--- config.mk ---
export PLATFORM = sky130hd
export DESIGN_NAME = pim_lock_ctrl
export DESIGN_NICKNAME = d
export VERILOG_FILES = /design/src/rtl/pim_lc_pkg.sv /design/src/rtl/pim_bank_fifo.sv /design/src/rtl/pim_bank_ctrl.sv /design/src/rtl/pim_lock_ctrl.sv
export SDC_FILE = /design/constraint.sdc
export NUM_CORES = 1
export LEC_CHECK = 0
export BUFFER_PORTS_ARGS = -buffer_cell sky130_fd_sc_hd__buf_2
export CAP_MARGIN = 0
export CORE_MARGIN = 2
export CORE_UTILIZATION = 45
export CTS_CLUSTER_DIAMETER = 30
export CTS_CLUSTER_SIZE = 8
export DETAILED_ROUTE_END_ITERATION = 6
export PLACE_DENSITY = 0.65
export SLEW_MARGIN = 5
export SYNTH_ARGS = -nofsm -noshare
export SYNTH_HDL_FRONTEND = slang
export SYNTH_SLANG_ARGS = --single-unit
--- constraint.sdc ---
create_clock -name clk -period 2.9 [get_ports clk]
set_input_delay 0.145 -clock clk [delete_from_list [all_inputs] [get_ports clk]]
set_output_delay 0.145 -clock clk [all_outputs]
set_load 0.05 [all_outputs]
--- src/rtl/pim_lc_pkg.sv ---
package pim_lc_pkg;
  typedef enum logic [1:0] {OP_RD = 2'd0, OP_WR = 2'd1, OP_LAUNCH = 2'd2, OP_POLL = 2'd3} op_e;
  typedef enum logic [1:0] {ISS_RD = 2'd0, ISS_WR = 2'd1, ISS_LOAD = 2'd2} iss_e;
  typedef enum logic [1:0] {ST_IDLE = 2'd0, ST_LOAD = 2'd1, ST_COMPUTE = 2'd2} bank_st_e;
endpackage

--- src/rtl/pim_bank_fifo.sv ---
module pim_bank_fifo #(
  parameter int WIDTH = 8,
  parameter int DEPTH = 4
) (
  input  logic             clk,
  input  logic             rst,
  input  logic             push,
  input  logic [WIDTH-1:0] din,
  input  logic             pop,
  output logic [WIDTH-1:0] dout,
  output logic             empty,
  output logic             full
);
  localparam int PTR_W = (DEPTH > 1) ? $clog2(DEPTH) : 1;
  localparam int CNT_W = $clog2(DEPTH + 1);

  logic [WIDTH-1:0] mem [DEPTH];
  logic [PTR_W-1:0] wr_ptr, rd_ptr;
  logic [CNT_W-1:0] count;

  assign empty = (count == '0);
  assign full  = (count == CNT_W'(DEPTH));
  assign dout  = mem[rd_ptr];

  always_ff @(posedge clk) begin
    if (push) mem[wr_ptr] <= din;
  end

  always_ff @(posedge clk) begin
    if (rst) begin
      wr_ptr <= '0;
      rd_ptr <= '0;
      count  <= '0;
    end else begin
      if (push) wr_ptr <= (wr_ptr == PTR_W'(DEPTH - 1)) ? '0 : wr_ptr + 1'b1;
      if (pop)  rd_ptr <= (rd_ptr == PTR_W'(DEPTH - 1)) ? '0 : rd_ptr + 1'b1;
      count <= count + CNT_W'(push) - CNT_W'(pop);
    end
  end

  assert_no_overflow_R9: assert property (@(posedge clk) disable iff (rst) !(push && full && !pop));
  assert_no_underflow_R4: assert property (@(posedge clk) disable iff (rst) !(pop && empty));
endmodule

--- src/rtl/pim_bank_ctrl.sv ---
module pim_bank_ctrl
  import pim_lc_pkg::*;
#(
  parameter int ADDR_W  = 12,
  parameter int DATA_W  = 16,
  parameter int BEAT_W  = 8,
  parameter int Q_DEPTH = 4
) (
  input  logic              clk,
  input  logic              rst,
  input  logic              launch_go,
  input  logic [ADDR_W-1:0] launch_base,
  input  logic [BEAT_W-1:0] launch_beats,
  input  logic              cpu_go,
  input  logic              cpu_write,
  input  logic [ADDR_W-1:0] cpu_addr,
  input  logic [DATA_W-1:0] cpu_wdata,
  input  logic              done_in,
  input  logic              clr_done,
  output logic              active,
  output logic              done_flag,
  output logic              q_full,
  output logic              iss_v,
  output logic [1:0]        iss_kind,
  output logic [ADDR_W-1:0] iss_addr,
  output logic [DATA_W-1:0] iss_wdata
);
  localparam int ENT_W = 1 + ADDR_W + DATA_W;

  bank_st_e          st;
  logic [BEAT_W-1:0] beats_left;
  logic [ADDR_W-1:0] ld_addr;
  logic              q_empty, q_push, q_pop;
  logic [ENT_W-1:0]  q_dout;
  logic              locked;

  assign locked = (st == ST_LOAD);
  assign active = (st != ST_IDLE);
  assign q_push = cpu_go && (locked || !q_empty);
  assign q_pop  = !locked && !q_empty;

  pim_bank_fifo #(.WIDTH(ENT_W), .DEPTH(Q_DEPTH)) u_fifo (
    .clk(clk), .rst(rst),
    .push(q_push), .din({cpu_write, cpu_addr, cpu_wdata}),
    .pop(q_pop), .dout(q_dout), .empty(q_empty), .full(q_full)
  );

  always_ff @(posedge clk) begin
    if (rst) begin
      st         <= ST_IDLE;
      beats_left <= '0;
      ld_addr    <= '0;
      done_flag  <= 1'b0;
    end else begin
      done_flag <= (done_flag && !clr_done) || (st == ST_COMPUTE && done_in);
      case (st)
        ST_IDLE: if (launch_go) begin
          st         <= ST_LOAD;
          beats_left <= launch_beats;
          ld_addr    <= launch_base;
          done_flag  <= 1'b0;
        end
        ST_LOAD: begin
          beats_left <= beats_left - 1'b1;
          ld_addr    <= ld_addr + 1'b1;
          if (beats_left == BEAT_W'(1)) st <= ST_COMPUTE;
        end
        ST_COMPUTE: if (done_in) st <= ST_IDLE;
        default: st <= ST_IDLE;
      endcase
    end
  end

  always_ff @(posedge clk) begin
    if (rst) begin
      iss_v     <= 1'b0;
      iss_kind  <= ISS_RD;
      iss_addr  <= '0;
      iss_wdata <= '0;
    end else if (locked) begin
      iss_v     <= 1'b1;
      iss_kind  <= ISS_LOAD;
      iss_addr  <= ld_addr;
      iss_wdata <= '0;
    end else if (!q_empty) begin
      iss_v     <= 1'b1;
      iss_kind  <= q_dout[ENT_W-1] ? ISS_WR : ISS_RD;
      iss_addr  <= q_dout[DATA_W +: ADDR_W];
      iss_wdata <= q_dout[DATA_W-1:0];
    end else if (cpu_go) begin
      iss_v     <= 1'b1;
      iss_kind  <= cpu_write ? ISS_WR : ISS_RD;
      iss_addr  <= cpu_addr;
      iss_wdata <= cpu_wdata;
    end else begin
      iss_v <= 1'b0;
    end
  end

  assert_lock_blocks_cpu_R4: assert property (@(posedge clk) disable iff (rst)
    locked |=> (iss_v && iss_kind == ISS_LOAD));
  assert_done_ignored_R7: assert property (@(posedge clk) disable iff (rst)
    (st != ST_COMPUTE && !done_flag) |=> !done_flag);
  assert_compute_unlocked_R5: assert property (@(posedge clk) disable iff (rst)
    (st == ST_COMPUTE) |=> (st != ST_LOAD));
endmodule

--- src/rtl/pim_lock_ctrl.sv ---
module pim_lock_ctrl
  import pim_lc_pkg::*;
#(
  parameter int NUM_BANKS = 4,
  parameter int ADDR_W    = 12,
  parameter int DATA_W    = 16,
  parameter int BEAT_W    = 8,
  parameter int Q_DEPTH   = 4,
  localparam int BANK_W   = (NUM_BANKS > 1) ? $clog2(NUM_BANKS) : 1
) (
  input  logic                        clk,
  input  logic                        rst,
  input  logic                        cmd_valid,
  output logic                        cmd_ready,
  input  logic [1:0]                  cmd_op,
  input  logic [BANK_W-1:0]           cmd_bank,
  input  logic [ADDR_W-1:0]           cmd_addr,
  input  logic [DATA_W-1:0]           cmd_wdata,
  input  logic [BEAT_W-1:0]           cmd_beats,
  input  logic [NUM_BANKS-1:0]        pim_done,
  output logic                        rsp_valid,
  output logic                        rsp_err,
  output logic [NUM_BANKS-1:0]        rsp_mask,
  output logic [NUM_BANKS-1:0]        iss_valid,
  output logic [2*NUM_BANKS-1:0]      iss_kind,
  output logic [ADDR_W*NUM_BANKS-1:0] iss_addr,
  output logic [DATA_W*NUM_BANKS-1:0] iss_wdata
);
  logic [NUM_BANKS-1:0] active, done_flags, q_full;
  logic is_cpu, cpu_ok, is_launch, launch_ok, is_poll;

  assign is_cpu    = (cmd_op == OP_RD) || (cmd_op == OP_WR);
  assign cmd_ready = !(is_cpu && q_full[cmd_bank]);
  assign cpu_ok    = cmd_valid && is_cpu && !q_full[cmd_bank];
  assign is_launch = cmd_valid && (cmd_op == OP_LAUNCH);
  assign launch_ok = is_launch && !active[cmd_bank] && (cmd_beats != '0);
  assign is_poll   = cmd_valid && (cmd_op == OP_POLL);

  for (genvar b = 0; b < NUM_BANKS; b++) begin : g_bank
    logic sel;
    assign sel = (cmd_bank == BANK_W'(b));
    pim_bank_ctrl #(.ADDR_W(ADDR_W), .DATA_W(DATA_W), .BEAT_W(BEAT_W), .Q_DEPTH(Q_DEPTH)) u_bank (
      .clk(clk), .rst(rst),
      .launch_go(launch_ok && sel), .launch_base(cmd_addr), .launch_beats(cmd_beats),
      .cpu_go(cpu_ok && sel), .cpu_write(cmd_op == OP_WR),
      .cpu_addr(cmd_addr), .cpu_wdata(cmd_wdata),
      .done_in(pim_done[b]), .clr_done(is_poll && done_flags[b]),
      .active(active[b]), .done_flag(done_flags[b]), .q_full(q_full[b]),
      .iss_v(iss_valid[b]), .iss_kind(iss_kind[2*b +: 2]),
      .iss_addr(iss_addr[ADDR_W*b +: ADDR_W]), .iss_wdata(iss_wdata[DATA_W*b +: DATA_W])
    );
  end

  always_ff @(posedge clk) begin
    if (rst) begin
      rsp_valid <= 1'b0;
      rsp_err   <= 1'b0;
      rsp_mask  <= '0;
    end else begin
      rsp_valid <= is_launch || is_poll;
      rsp_err   <= is_launch && !launch_ok;
      rsp_mask  <= is_poll ? done_flags : '0;
    end
  end

  assert_busy_reject_R6: assert property (@(posedge clk) disable iff (rst)
    (is_launch && active[cmd_bank]) |=> (rsp_valid && rsp_err));
  assert_poll_clears_R8: assert property (@(posedge clk) disable iff (rst)
    is_poll |=> ((done_flags & rsp_mask) == '0));
  assert_launch_locks_R3: assert property (@(posedge clk) disable iff (rst)
    launch_ok |=> active[$past(cmd_bank)]);
endmodule

==> results.md, run 1 <==
| Item | This run |
| --- | --- |
| Critical Path, Cell by Cell | or3_1 -> nor2_1 -> nor2_1 -> inv_1 -> ha_1 -> inv_1 -> ha_1 -> fa_1 -> xnor2_1 -> xnor2_1 -> nor2_1 |
| Max clock buf depth | 3 |
| Sinks on the clock net | 722 |
| Most numerous cell in the Yosys netlist | sky130_fd_sc_hd__edfxtp_1 |
| Post-synth EDFFs | 464 |
| Number of ports placed on the die boundary | 178 |
| Initial antenna violation count | 0 |
| Largest voltage drop on the vdd net | 0.8022 mV |
| Die Outline Area | 0.06855 mm2 |
| Chip Width | 261.8 um |
| Overall power | 39.84 mW |
| DR WL/cell | 22.73 um |
| Area contributors post-synth | sky130_fd_sc_hd__edfxtp_1 (47%), sky130_fd_sc_hd__dfxtp_1 (17%), sky130_fd_sc_hd__mux4_2 (8.7%), sky130_fd_sc_hd__mux2i_1 (2.5%), sky130_fd_sc_hd__nor2_1 (2.2%) |
| Part of the power in registers | 0.333 |
| Vias in the first global route | 19710 |
| Via total after detailed routing | 19990 |
| Post-route ant nets | 0 |
| Layout net count | 2570 |
| Core area | 0.06575 mm2 |
| Via-to-Cell Ratio | 5.775 |
| Unrepaired setup endpoints after global routing | no |
| Leading area contributor after synthesis | sky130_fd_sc_hd__edfxtp_1 |
| Area fraction in and, or, nand and nor cells after synthesis | 0.09725 |
| Floorplan row count | 94 |
| TritonCTS clock tree | yes |
| Pwr dens | 1073 mW/mm2 |
| Detailed placement HPWL | 48.92 mm |
| Cell internal power dissipation | 26.45 mW |
| Buffer count from post-CTS setup fixing | 0 |
| Synthesis warning total | 0 |
| DRC violation count after routing | 0 |
| Classification of the worst-slack hold path | input port to flop |
| Final worst clock skew | 0.02939 ns |
| Combinational fraction of design power | 0.269 |
| Total of endpoints with negative setup slack in the final report | 0 |
| Insertion delay to the later sink of the worst-skew pair | 0.72 ns |
| Setup crit end kind | flop |
| Endpoints failing hold | 0 |
| Portion of total power attributed to the clock network | 0.398 |
| Maximum number of pins on one net before global-route repair | 73 |
| Combinational family with the most area after synthesis | multiplexers |
| Switch Pwr | 13.39 mW |
| Height of the die | 261.8 um |
| H-Tree Depth | 4 |
| Post-synthesis net count | 2273 |
| Commonest cells in the synthesized netlist | sky130_fd_sc_hd__edfxtp_1 (464), sky130_fd_sc_hd__dfxtp_1 (258), sky130_fd_sc_hd__nor2_1 (176) |
| Post-Synth XOR/XNOR Area | 0.003221 |
| Maximum Capacitance Violations | 0 |
| Slowest stage delay, CP | 0.45 ns |
| Measured slew at the worst slew-check pin | 1.180 ns |
| Share of the clock period used by the worst path | 0.9218 |
| Multiplexer fraction of the synthesized cell area | 0.1135 |
| Maximum net fanout on the critical path | 6 |
| Crit-path leading delay family | simple AND/OR/NAND/NOR gates |
| Share of cells above drive strength 1 | 0.2422 |
| Synth cell types | 86 |
| Worst slew margin | 0.2096 |
| Fraction of the mapped netlist area in compound gates | 0.09855 |
| Sequential area share after synthesis | 0.6385 |
| Status | finished clean |
| Worst EP required | 3.48 ns |
| Area share of the largest cell type after synthesis | 0.4658 |
| First-pass DRT Iterations | 7 |
| Clock edge transition at the registers on the reported setup and hold paths | 0.04 ns |
| Root Buffer | sky130_fd_sc_hd__clkbuf_16 |
| First-pass GRT wire length | 118.4 mm |
| Cell with the biggest individual delay on the critical path | sky130_fd_sc_hd__or3_1 |
| TNS Setup | 0 ns |
| Worst Path Buf+Inv | 2 |
| Category of the critical setup timing path | flop to flop |
| Effective utilization at floorplan | 0.4550 |
| Ys async rst share | 0 |
| Final estimated routing congestion in global placement | 0.8959 |
| Clock buffer count from CTS | 143 |
| Pleak | 13.14 nW |
| Number of pins exceeding their max-slew limit in the final report | 0 |
| Starting DRT DRC Count | 1850 |
| Routed wire length | 78.68 mm |
| Adder and majority cell fraction of the synthesized area | 0.01941 |
| Mapped Area | 0.02991 mm2 |
| All-Layer GR Usage | 0.2299 |
| Shortest clock period the worst path allows after layout | 2.673 ns |
| Gate count of the mapped netlist | 2182 |
| CP dominant cell by count | sky130_fd_sc_hd__nor2_1 |
| Max Fclk | 374.1 MHz |
| Data arrival time at the worst-slack endpoint | 3.25 ns |
| Switching power as a share of total power | 0.3361 |
| Startpoint class of the critical path | flop |
| Predominant post-synthesis flop cell | sky130_fd_sc_hd__edfxtp_1 |
| Number of synthesized register bits | 722 |
| Synth-to-Final Area Change | 24.16% |
| Post-Syn Area per Cell | 13.71 um2 |
| Total overflow reported by the global router | 0 |
| Count of input and output buffers | 177 |
-- repair_timing --
action	4_1_cts	5_1_grt
endpoints found under the setup margin	0	0
endpoints found under the hold margin	469	0
hold buffers	44	0
gates resized for setup	0	0
-- through the flow --
step | hold WS [ns] | utilization | instance area (um2) | setup WS (ns) | cells
after global routing | 0.006607 | 0.5648 | 37140 | 0.06311 | 3461
final | 0.03627 | 0.5649 | 37140 | 0.2267 | 3462
after CTS | 0.007011 | 0.5648 | 37140 | 0.2459 | 3461
after global placement | 0.4547 | 0.4861 | 31960 | 0.3358 | 3154
after detailed placement | 0.4588 | 0.4861 | 31960 | 0.2722 | 3154
after floorplan | 0.2439 | - | 29910 | 0.3180 | 2182
-- cells by family (layout without fill, tap and decap cells) --
group,after synthesis,in the layout
buf+inv,201,616
simple gates,595,595
flops,722,722
mux,194,194
other cells,0,1
compound gates,415,415
fa+ha+maj,44,44
xor+xnor,11,11
-- worst register-to-register path: stages, from the launching register on --
cell	delay (ns)
sky130_fd_sc_hd__dfxtp_1	0.39
sky130_fd_sc_hd__or3_1	0.45
sky130_fd_sc_hd__nor2_1	0.32
sky130_fd_sc_hd__nor2_1	0.16
sky130_fd_sc_hd__inv_1	0.08
sky130_fd_sc_hd__ha_1	0.11
sky130_fd_sc_hd__inv_1	0.04
sky130_fd_sc_hd__ha_1	0.21
sky130_fd_sc_hd__fa_1	0.41
sky130_fd_sc_hd__xnor2_1	0.18
sky130_fd_sc_hd__xnor2_1	0.13
sky130_fd_sc_hd__nor2_1	0.06
-- sequential cells by signal (all words and copies together) (netlist names), named ones only --
signal                       count
g_bank.u_bank.beats_left        32
g_bank.u_bank.done_flag          4
g_bank.u_bank.iss_addr          48
g_bank.u_bank.iss_kind           8
g_bank.u_bank.iss_v              4
g_bank.u_bank.iss_wdata         64
g_bank.u_bank.ld_addr           48
g_bank.u_bank.st                 8
g_bank.u_bank.u_fifo.count      12
g_bank.u_bank.u_fifo.mem       464
g_bank.u_bank.u_fifo.rd_ptr      8
g_bank.u_bank.u_fifo.wr_ptr      8
rsp_err                          1
rsp_mask                         4
rsp_valid                        1
-- layout by cell type, fill, tap and decap left out, types with 12 or more instances in the layout --
| master | instances |
|---|---|
| sky130_fd_sc_hd__a211oi_1 | 77 |
| sky130_fd_sc_hd__clkinv_2 | 20 |
| sky130_fd_sc_hd__clkbuf_16 | 149 |
| sky130_fd_sc_hd__nor2b_1 | 15 |
| sky130_fd_sc_hd__dfxtp_1 | 254 |
| sky130_fd_sc_hd__clkbuf_8 | 16 |
| sky130_fd_sc_hd__nand3_1 | 56 |
| sky130_fd_sc_hd__buf_4 | 77 |
| sky130_fd_sc_hd__o21ai_0 | 22 |
| sky130_fd_sc_hd__nand4_1 | 12 |
| sky130_fd_sc_hd__a22o_1 | 29 |
| sky130_fd_sc_hd__and2_1 | 14 |
| sky130_fd_sc_hd__nand2_1 | 169 |
| sky130_fd_sc_hd__nor2_1 | 176 |
| sky130_fd_sc_hd__inv_1 | 48 |
| sky130_fd_sc_hd__a211o_1 | 16 |
| sky130_fd_sc_hd__nand2b_1 | 34 |
| sky130_fd_sc_hd__mux2i_1 | 76 |
| sky130_fd_sc_hd__buf_2 | 176 |
| sky130_fd_sc_hd__nor3_1 | 22 |
| sky130_fd_sc_hd__a31oi_1 | 62 |
| sky130_fd_sc_hd__mux4_2 | 116 |
| sky130_fd_sc_hd__dlygate4sd3_1 | 44 |
| sky130_fd_sc_hd__clkbuf_1 | 45 |
| sky130_fd_sc_hd__o22ai_1 | 18 |
| sky130_fd_sc_hd__ha_1 | 40 |
| sky130_fd_sc_hd__edfxtp_1 | 464 |
| sky130_fd_sc_hd__and3_1 | 15 |
| sky130_fd_sc_hd__a21oi_1 | 94 |
| sky130_fd_sc_hd__o211ai_1 | 14 |
| sky130_fd_sc_hd__or3_1 | 17 |
-- power groups by stage --
stage                     registers (mW)  logic [mW]  clock network [mW]
after detailed placement            13.5        10.6                   0
after floorplan                     15.6        5.48                   0
final                               13.3        10.7                15.9
after global placement              13.4        10.5                   0
after CTS                           13.3        10.7                16.1
after global routing                13.4        11.4                16.6
-- final cells by class --
type,count,area [um2]
flip-flops and latches,722,19100
diodes,1,2.502
fillers,5147,28610
repair buffers,305,2059
clock inverters,53,620.6
well taps,864,1081
clock buffers,210,4118
inverters,48,180.2
multi-input cells,1259,9973
-- metal layers --
metal / wire (um) / part of all wire / up-vias / track usage
met5: 0 / 0 / - / 0
met2: 37070 / 0.47 / 770 / 0.3628
met3: 5454 / 0.069 / 162 / 0.04958
met4: 2398 / 0.030 / 0 / 0.09154
li1: - / - / 9042 / -
met1: 33770 / 0.43 / 10020 / 0.3117
-- worst paths after layout --
path | startpoint | endpoint | slack (ns) | cells after the start
hold / removal | cmd_addr[10] | g_bank[0].u_bank.u_fifo.mem[3][26] | 0.04 | 1
setup / recovery | g_bank[3].u_bank.u_fifo.count[2] | g_bank[3].u_bank.u_fifo.count[2] | 0.23 | 11
setup reg to reg | g_bank[3].u_bank.u_fifo.count[2] | g_bank[3].u_bank.u_fifo.count[2] | 0.23 | 11
hold reg to reg | g_bank[0].u_bank.iss_kind[1] | g_bank[0].u_bank.iss_kind[1] | 0.47 | 2
(Power assumes the default switching activity.)
==> inputs of run 2 (changes only) <==
--- a/config.mk
+++ b/config.mk
@@ -5,6 +5,7 @@
 export SDC_FILE = /design/constraint.sdc
 export NUM_CORES = 1
 export LEC_CHECK = 0
+export ABC_AREA = 1
 export BUFFER_PORTS_ARGS = -buffer_cell sky130_fd_sc_hd__buf_2
 export CAP_MARGIN = 0
 export CORE_MARGIN = 2
==> run 2 against run 1 <==
  * Core utilization decreased by 0.81 points
  * Flip-flop and latch count unchanged
  * Power increased by 3.6%
  * Via count increased by 27%
  * Hold slack improved by 0.033 ns
  * Wire length increased by 12%
  * Global-route usage increased by 0.85 points
  * Final cell count increased by 39%
  * Non-clock buffer count increased by 11
  * Worst setup slack improved by 0.29 ns
  * Register-to-register slack improved by 0.29 ns
  * Critical path type unchanged
==> results.md, run 2 <==
| Item | This run | vs previous |
| --- | --- | --- |
| First-pass DRT Iterations | 5 | -2 |
| TritonCTS clock tree | yes |  |
| Category of the critical setup timing path | flop to flop |  |
| Pleak | 15.88 nW | +21% |
| Via total after detailed routing | 25330 | +27% |
| Predominant post-synthesis flop cell | sky130_fd_sc_hd__edfxtp_1 |  |
| Post-route ant nets | 0 | unchanged |
| Max Fclk | 418.7 MHz | +12% |
| Chip Width | 269.8 um | +3.1% |
| Insertion delay to the later sink of the worst-skew pair | 0.72 ns | about the same |
| Number of pins exceeding their max-slew limit in the final report | 0 | unchanged |
| Detailed placement HPWL | 56.98 mm | +16% |
| Vias in the first global route | 23830 | +21% |
| Mapped Area | 0.03180 mm2 | +6.3% |
| Flip-flop count of the largest register, all copies and words added | 464 | unchanged |
| Startpoint of the worst-slack reg-to-reg timing path | g_bank[1].u_bank.u_fifo.count[1] |  |
| Number of ports placed on the die boundary | 178 | unchanged |
| Routed wire length | 88.22 mm | +12% |
| Synthesis warning total | 0 | unchanged |
| All-Layer GR Usage | 0.2384 | +0.008484 |
| Leading area contributor after synthesis | sky130_fd_sc_hd__edfxtp_1 |  |
| Total overflow reported by the global router | 0 | unchanged |
| Final estimated routing congestion in global placement | 0.8861 | -1.1% |
| Post-synthesis net count | 3578 | +57% |
| Largest voltage drop on the vdd net | 0.6878 mV | -14% |
| Buffer count from post-CTS setup fixing | 0 | unchanged |
| Sinks on the clock net | 722 | unchanged |
| Share of cells above drive strength 1 | 0.1383 | -0.1039 |
| TNS Setup | 0 ns | unchanged |
| Top library cells by usage in the layout, fill and taps aside | sky130_fd_sc_hd__nor2_1 (676), sky130_fd_sc_hd__nand2_1 (621), sky130_fd_sc_hd__edfxtp_1 (464), sky130_fd_sc_hd__o21ai_0 (342), sky130_fd_sc_hd__dfxtp_1 (254) |  |
| DR WL/cell | 18.34 um | -19% |
| Leading cell type in the layout, fill and taps excluded | sky130_fd_sc_hd__nor2_1 |  |
| Setup crit end kind | flop |  |
| Maximum Capacitance Violations | 0 | unchanged |
| Cell depth of the worst flop-to-flop path | 11 | unchanged |
| Sequential area share after synthesis | 0.6006 | -0.03791 |
| Worst EP required | 3.48 ns | about the same |
| Unrepaired setup endpoints after global routing | no |  |
| Post-route standard cell area excluding fillers | 0.03899 mm2 | +5.0% |
| Starting DRT DRC Count | 2217 | +20% |
| Commonest cells in the synthesized netlist | sky130_fd_sc_hd__nor2_1 (693), sky130_fd_sc_hd__nand2_1 (622), sky130_fd_sc_hd__edfxtp_1 (464) |  |
| Multi-input gate area in the final layout | 0.01109 mm2 | +11% |
| Most numerous cell in the Yosys netlist | sky130_fd_sc_hd__nor2_1 |  |
| Number of synthesized register bits | 722 | unchanged |
| Setup slack, reg-to-reg | 0.51 ns | +0.29 ns |
| Clock edge transition at the registers on the reported setup and hold paths | 0.04 ns | about the same |
| Layout net count | 3849 | +50% |
| Effective utilization at floorplan | 0.4541 | -0.0008643 |
| Placed Cells incl. Taps | 4508 | +43% |
| Reg-to-reg endpoint | g_bank[2].u_bank.u_fifo.count[2] |  |
| Initial antenna violation count | 1 | +1 |
| Ys async rst share | 0 | unchanged |
| H-Tree Depth | 4 | unchanged |
| Count of input and output buffers | 177 | unchanged |
| DRC violation count after routing | 0 | unchanged |
| Final worst clock skew | 0.02819 ns | -0.001197 ns |
| Ant. Diodes | 0 | -1 |
| Via-to-Cell Ratio | 5.267 | -8.8% |
| Portion of total power attributed to the clock network | 0.378 | -0.020 |
| Gate count of the mapped netlist | 3487 | +60% |
| Fill cell instance count of the final layout | 6104 | +19% |
| Switch Pwr | 15.22 mW | +14% |
| Post-Syn Area per Cell | 9.120 um2 | -33% |
| Height of the die | 269.8 um | +3.1% |
| First-pass GRT wire length | 134.3 mm | +13% |
| Critical path capture point | g_bank[2].u_bank.u_fifo.count[2] |  |
| Overall power | 41.25 mW | +3.6% |
| Post-synth EDFFs | 464 | unchanged |
| Status | finished clean |  |
| Shortest clock period the worst path allows after layout | 2.388 ns | -0.2851 ns |
| Pwr dens | 1058 mW/mm2 | -1.4% |
| Core area | 0.07003 mm2 | +6.5% |
| Total of endpoints with negative setup slack in the final report | 0 | unchanged |
| Biggest regs | g_bank.u_bank.u_fifo.mem: 464 flops, g_bank.u_bank.iss_wdata: 64 flops |  |
| Area share of the largest cell type after synthesis | 0.4381 | -0.02766 |
| Root Buffer | sky130_fd_sc_hd__clkbuf_16 |  |
| Final instance count without filler cells | 4809 | +39% |
| Die Outline Area | 0.07281 mm2 | +6.2% |
| Synth cell types | 39 | -55% |
| Combinational fraction of design power | 0.315 | +0.046 |
| Area contributors post-synth | sky130_fd_sc_hd__edfxtp_1 (44%), sky130_fd_sc_hd__dfxtp_1 (16%), sky130_fd_sc_hd__nor2_1 (8.2%), sky130_fd_sc_hd__nand2_1 (7.3%), sky130_fd_sc_hd__o21ai_0 (5.4%) |  |
| Classification of the worst-slack hold path | input port to flop |  |
| Share of the clock period used by the worst path | 0.8235 | -0.09830 |
| Max clock buf depth | 3 | unchanged |
| Storage cell area | 0.01910 mm2 | unchanged |
| Placed inst area | 0.03389 mm2 | +6.0% |
| Critical Path Source | g_bank[1].u_bank.u_fifo.count[1] |  |
| Cell internal power dissipation | 26.03 mW | -1.6% |
| Synth-to-Final Area Change | 22.60% |  |
| Switching power as a share of total power | 0.3690 | +0.03289 |
| Maximum number of pins on one net before global-route repair | 77 | +5.5% |
| CTS resizes | 0 | unchanged |
| Part of the power in registers | 0.307 | -0.026 |
| Maximum net fanout on the critical path | 9 | +3 |
| Worst-case hold slack | 0.06950 ns | +0.03323 ns |
| Floorplan row count | 97 | +3.2% |
| Clock buffer count from CTS | 142 | -0.70% |
| Endpoints failing hold | 0 | unchanged |
| Startpoint class of the critical path | flop |  |
| Data arrival time at the worst-slack endpoint | 2.97 ns | -0.28 ns |
| Register with the most flip-flops | g_bank.u_bank.u_fifo.mem |  |
| Measured slew at the worst slew-check pin | 0.7653 ns | -0.4148 ns |
| Worst slew margin | 0.4892 | +0.2796 |
## run 2: final cells by class
cell class	count	area share
Timing Repair Buffer	316	0.05340
Inverter	239	0.02307
Clock inverter	67	0.01925
Sequential cell	722	0.4900
Tap cell	940	0.03017
Clock buffer	188	0.09974
Multi-Input combinational cell	2337	0.2844
## run 2: worst min-delay path by stage
stage	from	to	cells after the start
final	cmd_beats[2]	g_bank[3].u_bank.beats_left[2]	5
after global routing	cmd_beats[2]	g_bank[2].u_bank.beats_left[2]	5
after CTS	cmd_beats[2]	g_bank[3].u_bank.beats_left[2]	5
after detailed placement	g_bank[3].u_bank.iss_addr[3]	g_bank[3].u_bank.iss_addr[3]	2
after global placement	g_bank[2].u_bank.iss_addr[6]	g_bank[2].u_bank.iss_addr[6]	2
after floorplan	cmd_wdata[0]	g_bank[0].u_bank.u_fifo.mem[0][0]	0
## run 2: repair_timing
item                                    in CTS  in global routing
hold buffers                                46                  0
hold endpoints to repair                   475                  0
endpoints found under the setup margin       0                  0
## run 2: power groups by stage
stage                     registers, mW  logic, mW  clock network, mW
after global routing               12.8       14.3               16.3
after CTS                          12.7       13.0               15.8
after global placement             12.8       12.8                  0
after detailed placement           12.8       12.9                  0
after floorplan                    15.0       6.98                  0
final                              12.7       13.0               15.6
## run 2: logic make-up (layout without fill, tap and decap cells)
family | count (synthesis) | in the layout | share of synthesized area
fa+ha+maj | 44 | 44 | 0.01826
buf+inv | 428 | 810 | 0.05237
flops | 722 | 722 | 0.6006
compound gates | 618 | 618 | 0.1047
simple gates | 1663 | 1663 | 0.2208
xor+xnor | 12 | 12 | 0.003305
## run 2: metrics by stage
step	setup WS [ns]	util
floorplan	0.03903	-
global placement	0.5451	0.4839
detailed placement	0.5329	0.4839
CTS	0.5040	0.5568
global route	0.3313	0.5568
finish	0.5118	0.5568
## run 2: critical path, stage by stage, from the launching register on
cell and delay (ns):
sky130_fd_sc_hd__dfxtp_1 0.40, sky130_fd_sc_hd__nor2_1 0.09, sky130_fd_sc_hd__nand3_1 0.08, sky130_fd_sc_hd__nand2_1 0.12, sky130_fd_sc_hd__nor2_8 0.25, sky130_fd_sc_hd__nand4_1 0.15, sky130_fd_sc_hd__ha_1 0.32, sky130_fd_sc_hd__inv_1 0.04
sky130_fd_sc_hd__ha_1 0.20, sky130_fd_sc_hd__fa_1 0.40, sky130_fd_sc_hd__o21ai_0 0.18, sky130_fd_sc_hd__a21oi_1 0.05
## run 2: per-layer routing
| metal | wire length (um) | track usage | part of all wire | vias to the layer above |
|---|---|---|---|---|
| met2 | 40750 | 0.3790 | 0.46 | 919 |
| li1 | - | - | - | 12380 |
| met4 | 3002 | 0.09839 | 0.034 | 0 |
| met5 | 0 | 0 | 0 | - |
| met3 | 6583 | 0.05112 | 0.075 | 186 |
| met1 | 37880 | 0.3175 | 0.43 | 11850 |
